--- config.mk ---
export PLATFORM = sky130hd
export DESIGN_NAME = gpio_mw_bank
export DESIGN_NICKNAME = d
export VERILOG_FILES = /design/src/rtl/gpio_mw_pkg.sv /design/src/rtl/gpio_mw_rst_sync.sv /design/src/rtl/gpio_mw_half_reg.sv /design/src/rtl/gpio_mw_in_sync.sv /design/src/rtl/gpio_mw_bank.sv
export SDC_FILE = /design/constraint.sdc
export NUM_CORES = 1
export LEC_CHECK = 0
export BUFFER_PORTS_ARGS = -buffer_cell sky130_fd_sc_hd__clkbuf_2
export CAP_MARGIN = 30
export CORE_MARGIN = 2
export CORE_UTILIZATION = 53
export CTS_BUF_LIST = sky130_fd_sc_hd__clkbuf_8
export CTS_CLUSTER_SIZE = 8
export DETAILED_ROUTE_END_ITERATION = 16
export PLACE_DENSITY_LB_ADDON = 0.12
export SYNTH_ARGS = -nofsm -noshare
export SYNTH_HDL_FRONTEND = slang
export SYNTH_SLANG_ARGS = --single-unit
--- constraint.sdc ---
create_clock -name clk -period 10.1 [get_ports clk]
set_clock_uncertainty 0.2 [all_clocks]
set_input_delay 0.505 -clock clk [delete_from_list [all_inputs] [get_ports clk]]
set_output_delay 0.505 -clock clk [all_outputs]
set_load 0.1 [all_outputs]
--- src/rtl/gpio_mw_pkg.sv ---
package gpio_mw_pkg;
  localparam int BUS_W    = 32;
  localparam int HALF_W   = BUS_W / 2;
  localparam int ADDR_W   = 8;
  localparam int PIN_W    = 32;
  localparam int NUM_HALF = PIN_W / HALF_W;
  localparam int LVL_BASE = 'h00;
  localparam int DIR_BASE = LVL_BASE + 4 * NUM_HALF;
  localparam int SMP_OFS  = 'h70;
  localparam int ID_OFS   = 'h78;
  localparam logic [BUS_W-1:0] ID_VALUE = 32'h0101_2306;

  function automatic logic is_half_ofs(input logic [ADDR_W-1:0] a);
    return (int'(a) >= LVL_BASE) && (int'(a) < DIR_BASE + 4 * NUM_HALF) && (a[1:0] == 2'b00);
  endfunction
endpackage

--- src/rtl/gpio_mw_rst_sync.sv ---
module gpio_mw_rst_sync (
  input  logic clk,
  input  logic rst_n,
  output logic rst_n_sync
);
  logic [1:0] stg_q;
  logic [1:0] stg_d;

  always_comb begin
    stg_d = {stg_q[0], 1'b1};
  end

  always_ff @(posedge clk or negedge rst_n) begin
    if (!rst_n) stg_q <= 2'b00;
    else        stg_q <= stg_d;
  end

  assign rst_n_sync = stg_q[1];
endmodule

--- src/rtl/gpio_mw_half_reg.sv ---
module gpio_mw_half_reg #(
  parameter int W = 16
) (
  input  logic         clk,
  input  logic         rst_n,
  input  logic         wr_en,
  input  logic [2*W-1:0] wr_word,
  output logic [W-1:0] q
);
  logic [W-1:0] mask;
  logic [W-1:0] val;
  logic [W-1:0] q_nxt;

  assign mask = wr_word[2*W-1:W];
  assign val  = wr_word[W-1:0];

  always_comb begin
    q_nxt = q;
    if (wr_en) q_nxt = (q & ~mask) | (val & mask);
  end

  always_ff @(posedge clk or negedge rst_n) begin
    if (!rst_n) q <= '0;
    else        q <= q_nxt;
  end
endmodule

--- src/rtl/gpio_mw_in_sync.sv ---
module gpio_mw_in_sync #(
  parameter int W      = 32,
  parameter int STAGES = 2
) (
  input  logic         clk,
  input  logic         rst_n,
  input  logic [W-1:0] async_in,
  output logic [W-1:0] sync_out
);
  logic [STAGES-1:0][W-1:0] stg_q;
  logic [STAGES-1:0][W-1:0] stg_d;

  generate
    for (genvar s = 0; s < STAGES; s++) begin : g_stage
      if (s == 0) begin : g_first
        assign stg_d[s] = async_in;
      end else begin : g_next
        assign stg_d[s] = stg_q[s-1];
      end
      always_ff @(posedge clk or negedge rst_n) begin
        if (!rst_n) stg_q[s] <= '0;
        else        stg_q[s] <= stg_d[s];
      end
    end
  endgenerate

  assign sync_out = stg_q[STAGES-1];
endmodule

--- src/rtl/gpio_mw_bank.sv ---
module gpio_mw_bank
  import gpio_mw_pkg::*;
#(
  parameter int SYNC_STAGES = 2,
  parameter logic [BUS_W-1:0] ID_CONST = ID_VALUE
) (
  input  logic              clk,
  input  logic              rst_n,
  input  logic              acc_sel,
  input  logic              acc_wr,
  input  logic [ADDR_W-1:0] acc_addr,
  input  logic [BUS_W-1:0]  wr_data,
  output logic [BUS_W-1:0]  rd_data,
  input  logic [PIN_W-1:0]  pin_in,
  output logic [PIN_W-1:0]  pin_out,
  output logic [PIN_W-1:0]  pin_oe
);
  logic rst_n_int;
  logic wr_acc;
  logic rd_acc;
  logic [NUM_HALF-1:0] lvl_we;
  logic [NUM_HALF-1:0] dir_we;
  logic [NUM_HALF-1:0][HALF_W-1:0] lvl_half;
  logic [NUM_HALF-1:0][HALF_W-1:0] dir_half;
  logic [PIN_W-1:0] smp_lvl;
  logic [BUS_W-1:0] rd_mux;

  gpio_mw_rst_sync u_rst (
    .clk        (clk),
    .rst_n      (rst_n),
    .rst_n_sync (rst_n_int)
  );

  assign wr_acc = acc_sel & acc_wr;
  assign rd_acc = acc_sel & ~acc_wr;

  generate
    for (genvar h = 0; h < NUM_HALF; h++) begin : g_half
      assign lvl_we[h] = wr_acc && (acc_addr == ADDR_W'(LVL_BASE + 4 * h));
      assign dir_we[h] = wr_acc && (acc_addr == ADDR_W'(DIR_BASE + 4 * h));

      gpio_mw_half_reg #(.W(HALF_W)) u_lvl (
        .clk     (clk),
        .rst_n   (rst_n_int),
        .wr_en   (lvl_we[h]),
        .wr_word (wr_data),
        .q       (lvl_half[h])
      );

      gpio_mw_half_reg #(.W(HALF_W)) u_dir (
        .clk     (clk),
        .rst_n   (rst_n_int),
        .wr_en   (dir_we[h]),
        .wr_word (wr_data),
        .q       (dir_half[h])
      );
    end
  endgenerate

  gpio_mw_in_sync #(.W(PIN_W), .STAGES(SYNC_STAGES)) u_sync (
    .clk      (clk),
    .rst_n    (rst_n_int),
    .async_in (pin_in),
    .sync_out (smp_lvl)
  );

  always_comb begin
    rd_mux = '0;
    for (int h = 0; h < NUM_HALF; h++) begin
      if (acc_addr == ADDR_W'(LVL_BASE + 4 * h)) rd_mux = {{(BUS_W-HALF_W){1'b0}}, lvl_half[h]};
      if (acc_addr == ADDR_W'(DIR_BASE + 4 * h)) rd_mux = {{(BUS_W-HALF_W){1'b0}}, dir_half[h]};
    end
    if (acc_addr == ADDR_W'(SMP_OFS)) rd_mux = BUS_W'(smp_lvl);
    if (acc_addr == ADDR_W'(ID_OFS))  rd_mux = ID_CONST;
  end

  assign rd_data = rd_acc ? rd_mux : '0;
  assign pin_out = lvl_half;
  assign pin_oe  = dir_half;
endmodule

---- Word level (Yosys, flattened, before mapping) ----
Cells that the tools add are included.
cells by class
  eq/ne operators ......................... 5
  reductions and logical operators ........ 5
  multiplexer cells ....................... 7
  bitwise operators ....................... 13
operators with widths
  kind                  number
  $mux W32              6
  $and A16 B16 Y16      5
  $or A16 B16 Y16       4
  $eq A8 B4 Y1 const B  2
  $eq A8 B7 Y1 const B  2
  $mux W16              1
  $not A16 Y16          1
  $eq A8 B3 Y1 const B  1
  $logic_not A8 Y1      1
  $logic_and A1 B1 Y1   4
  $and A1 B1 Y1         2
  $not A1 Y1            1
storage, ports and cells
  word-level logic and storage cells ...... 37
  output and inout port bits .............. 96
  register bits ........................... 130

---- Longest topological paths before layout ----
  depth after elaboration ................. 8
  gate-level depth with buffers ........... 7
  depth with buffers taken out ............ 4

---- By module ----
From an unflattened synthesis, not the netlist that was laid out.
second synthesis, totals
  cell total of the unflattened synthesis .. 463
  area total of the unflattened synthesis .. 5,530.3 um2
by module, submodules not included
  module            area each (um2)  cells an instance  times used
  gpio_mw_half_reg  700.7            50                 4
  gpio_mw_in_sync   1,601.5          64                 1
  gpio_mw_bank      1,072.3          196                1
  gpio_mw_rst_sync  53.8             3                  1

---- Least setup slack after synthesis ----
Ideal clock, no wire load.
  path type ............................... input port to output port
  start ................................... in acc_addr[4]
  end ..................................... out rd_data[1]
  cell stages on the path ................. 6
  arrival time ............................ 4.038 ns
  setup slack ............................. 5.357 ns
  cell sequence ........................... or4_4 > buf_6 > or2_2 > clkbuf_1 > buf_2 > o31ai_1
on the way
  cells in the longest elaborated chain, start to end .. 8
RTL lines
  element           line                text
  from (decl)       gpio_mw_bank.sv:11  input logic [ADDR_W-1:0] acc_addr,
  $logic_not A8 Y1  gpio_mw_bank.sv:70  if (acc_addr == ADDR_W'(LVL_BASE + 4 * h)) rd_mux = {{(BUS_W-HALF_W){1'b0}}, lvl_half[h]};
  $mux W16          gpio_mw_bank.sv:70
  $mux W32          gpio_mw_bank.sv:71  if (acc_addr == ADDR_W'(DIR_BASE + 4 * h)) rd_mux = {{(BUS_W-HALF_W){1'b0}}, dir_half[h]};
  $mux W32          gpio_mw_bank.sv:70
  $mux W32          gpio_mw_bank.sv:71
  $mux W32          gpio_mw_bank.sv:73  if (acc_addr == ADDR_W'(SMP_OFS)) rd_mux = BUS_W'(smp_lvl);
  $mux W32 (*)      gpio_mw_bank.sv:74  if (acc_addr == ADDR_W'(ID_OFS)) rd_mux = ID_CONST;
  $mux W32 (*)      gpio_mw_bank.sv:77  assign rd_data = rd_acc ? rd_mux : '0;
  to (decl)         gpio_mw_bank.sv:13  output logic [BUS_W-1:0] rd_data,
Every way passes the cells marked *; elsewhere a longest branch is shown, timed or not.

---- Final worst setup path ----
  start ................................... in acc_addr[2]
  end ..................................... out rd_data[3]
Same word-level chain as after synthesis.

==> reports/summary.log <==
[run_status] status completed
[global_route] global-route usage over all layers 25.7%
[min_path] HP Class flop to async pin
[routing] wire length reported by the detailed router 13000 um
[cts] Max H-tree Level 4
[global_route] initial antenna violation count 0
[pwr] leakage power figure 3.45 nW
[cts] setup fix buffers added after clock tree synthesis 0
[global_route] overall overflow remaining after global route 0
[synth] Primary FF master, synth sky130_fd_sc_hd__dfrtp_1
[timing] PnR worst setup slack 6.32 ns
[cells_and_area] layout overhead on the synthesized area 33.3%
[cts] CTS clk-pin slew, worst paths 0.08 ns
[cts] TritonCTS Buffers 17
[pwr] switching fraction of total power 27.9%
[setup_path] critical setup path kind primary input to output pin
[routing] number of routed nets with antenna violations 0
[cts] CTS tree done
[placement] final estimated routing congestion in global placement 0.829
[synth] largest cells by area after synthesis sky130_fd_sc_hd__dfrtp_1 (62%), sky130_fd_sc_hd__mux2_2 (9.5%), sky130_fd_sc_hd__nand2_1 (4.9%), sky130_fd_sc_hd__mux2_1 (4.3%), sky130_fd_sc_hd__a22oi_1 (3.7%)
[floorplan] height of the chip 103 um
[pwr] combinational group share of total power 8.9%
[synth] Cell Area, Synth 5230 um^2
[setup_path] endpoint type of the worst setup path output pin
[cells_and_area] diodes inserted 0
[job] max-cap check violation count 0
[routing] violation count after the first detailed-routing iteration 189
[floorplan] initial standard-cell utilization of the core 54.0%
[pwr] clock network power share 37.9%
[routing] number of vias after detailed routing 4091
[pwr] cell internal pwr 0.743 mW
[synth] average size of a mapped cell 12.7 um^2
[cells_and_area] storage element area 3260 um^2
[synth] number of enable flip-flop cells after synthesis 0
[cells_and_area] net count reported at finish 702
[timing] final slew viol count 0
[synth] Yosys warning total 0
[floorplan] Chip Width 103 um
[timing] final hold viol count 0
[pwr] sw power 0.287 mW
[cts] root cell of the clock tree sky130_fd_sc_hd__clkbuf_8
[global_route] global-route wire length before repair 20000 um
[routing] post-DR vias/cell 5.30
[timing] Highest Clock Rate 265 MHz
[synth] number of instances in the synthesized netlist 413
[routing] count of unresolved DRC violations after routing 0
[synth] post-synthesis cell type with the largest combined area sky130_fd_sc_hd__dfrtp_1
[placement] worst setup slack after placement 6.27 ns
[timing] unrepaired setup endpoints after global routing false
[pwr] pwr/cell area 148 nW/um^2
[floorplan] CORE AREA 9680 um^2
[floorplan] DIE AREA 10700 um^2
[global_route] maximum number of pins on one net before global-route repair 81
[placement] count of buffers from port buffering 171
[pwr] proportion of power drawn by flip-flops and latches 53.1%
[synth] nets in the synthesized netlist 489
[cts] total of cells resized after clock tree synthesis 0
[setup_path] critical-path maximum fanout 16
[timing] Max-Slew Margin vs Limit 32.8%
[setup_path] category of the worst setup path launch point primary input
[synth] share of flip-flops with an asynchronous set or reset after synthesis 100%
[cells_and_area] combined area of the multi-input logic cells 1880 um^2
[timing] post-route fraction of the period consumed by the critical path 37.4%
[synth] fraction of the yosys area taken by sequential cells 62.2%
[global_route] vias in the first global route 3944
[cts] clk sink count 130
[cells_and_area] Layout fillers 689
[synth] number of synthesized register bits 130
[routing] drt wl/cell 16.9 um
[setup_path] arrival time of the worst setup path 3.07 ns
[synth] top cell type's share of synthesized area 62.2%
[cells_and_area] fraction of final layout cells with drive strength greater than 1 42.6%
[timing] final setup TNS 0 ns
[cts] Longest Clk Path Bufs 2
[floorplan] Core Rows 36
[timing] Finish-stage setup viols 0
[pwr] post-layout total power 1.03 mW
[setup_path] critical path required time 9.40 ns
[placement] placed wire-length estimate 8860 um
[routing] DRT Pass-1 Iters 4
[synth] number of library cell types mapped by synthesis 39
[floorplan] number of primary I/O pins 172
[timing] minimum clock period after layout 3.78 ns
[timing] Slew @ Worst Pin 1.00 ns
[cts] source-to-sink clock delay at the later pin of the worst-skew pair 0.42 ns
[pwr] largest vdd supply drop 115 uV
[cells_and_area] share of the core filled with cells in the final layout 72.0%
-- Yosys cell counts (all sizes together) (4+ instances only) --
cell type	n
a21o	13
a21oi	11
nand2	68
dfrtp	130
nor3	5
and3	9
nor2	9
mux2	66
a22oi	26
nor4	4
nand3	8
buf	9
o21ai	4
clkbuf	12
and2	14
nand2b	4
-- worst paths after layout --
| check | cells after the start | startpoint | slack (ns) | endpoint |
|---|---|---|---|---|
| max in group asynchronous | 2 | u_rst.stg_q[1]$_DFF_PN0_ | 8.57 | async pin |
| setup / recovery | 6 | acc_addr[2] | 6.32 | rd_data[3] |
| hold reg to reg | 0 | u_rst.stg_q[1]$_DFF_PN0_ | 0.15 | u_sync.stg_d[44]$_DFF_PN0_ |
| hold / removal | 0 | u_rst.stg_q[1]$_DFF_PN0_ | 0.15 | u_sync.stg_d[44]$_DFF_PN0_ |
| min in group clk | 2 | wr_data[11] | 0.15 | flop |
| setup reg to reg | 2 | u_rst.stg_q[1]$_DFF_PN0_ | 8.57 | async pin |
-- metrics by stage --
stage | hold slack [ns] | cells | instance area (um^2)
6_report | 0.146 | 772 | 6970
5_1_grt | 0.116 | 772 | 6970
4_1_cts | 0.117 | 769 | 6910
2_1_floorplan | 0.00941 | 413 | 5230
3_5_place_dp | 0.0927 | 704 | 6230
3_3_place_gp | 0.0918 | 702 | 6200
-- power groups by stage --
stage	Sequential, mW	Combinational [mW]	Clock [mW]
finish	0.547	0.0922	0.391
global route	0.550	0.0988	0.425
CTS	0.548	0.0904	0.402
detailed placement	0.558	0.0803	0
global placement	0.557	0.0786	0
floorplan	0.587	0.0163	0
-- kinds of logic after synthesis --
kind of cell | share of synthesized area [%]
AOI/OAI and AO/OA | 8.16
buffers and inverters | 2.13
DFF | 62.2
muxes | 14.4
other | 0.0717
and+or+nand+nor | 13.0
-- critical path, stage by stage --
cell and delay [ns]:
sky130_fd_sc_hd__clkbuf_2 0.22, sky130_fd_sc_hd__or4_1 0.63, sky130_fd_sc_hd__nor3_2 0.80, sky130_fd_sc_hd__a22oi_1 0.15, sky130_fd_sc_hd__a21oi_1 0.26, sky130_fd_sc_hd__clkbuf_2 0.49
-- final cells by class --
class                           count  area share (%)
Tap cell                          133            2.39
Multi-Input combinational cell    261            26.9
Timing Repair Buffer              215            18.8
Clock inverter                     15            1.78
Sequential cell                   130            46.7
Clock buffer                       17            3.36
Inverter                            1          0.0539
-- timing repair --
item                                   CTS  global route
endpoints found under the hold margin   34             0
setup endpoints to repair                0             0
hold buffers                            33             0
-- placed cells by master (no fill, tap or decap), drive strengths merged, types with 2 or more instances in the layout --
master       count
clkbuf         188
dfrtp          130
nand2           68
mux2            66
dlygate4sd3     33
a22oi           26
and2            14
a21o            13
a21oi           11
buf             11
inv             10
and3             9
nor2             9
nand3            8
nor3             5
nand2b           4
o21ai            4
clkinv           4
nor4             4
or3              2
nor2b            2
or2              2
o221ai           2
a211oi           2
a31oi            2
clkinvlp         2
or4              2
-- routing by layer --
metal  vias to the layer above  wire length [um]  track usage (%)
met2                       147              6830             42.0
li1                       1876                 -                -
met1                      2056              5340             32.8
met5                         -                 0                0
met4                         0               141             9.31
met3                        12               725             7.59
Note: power is estimated with default switching activity, not from simulation.
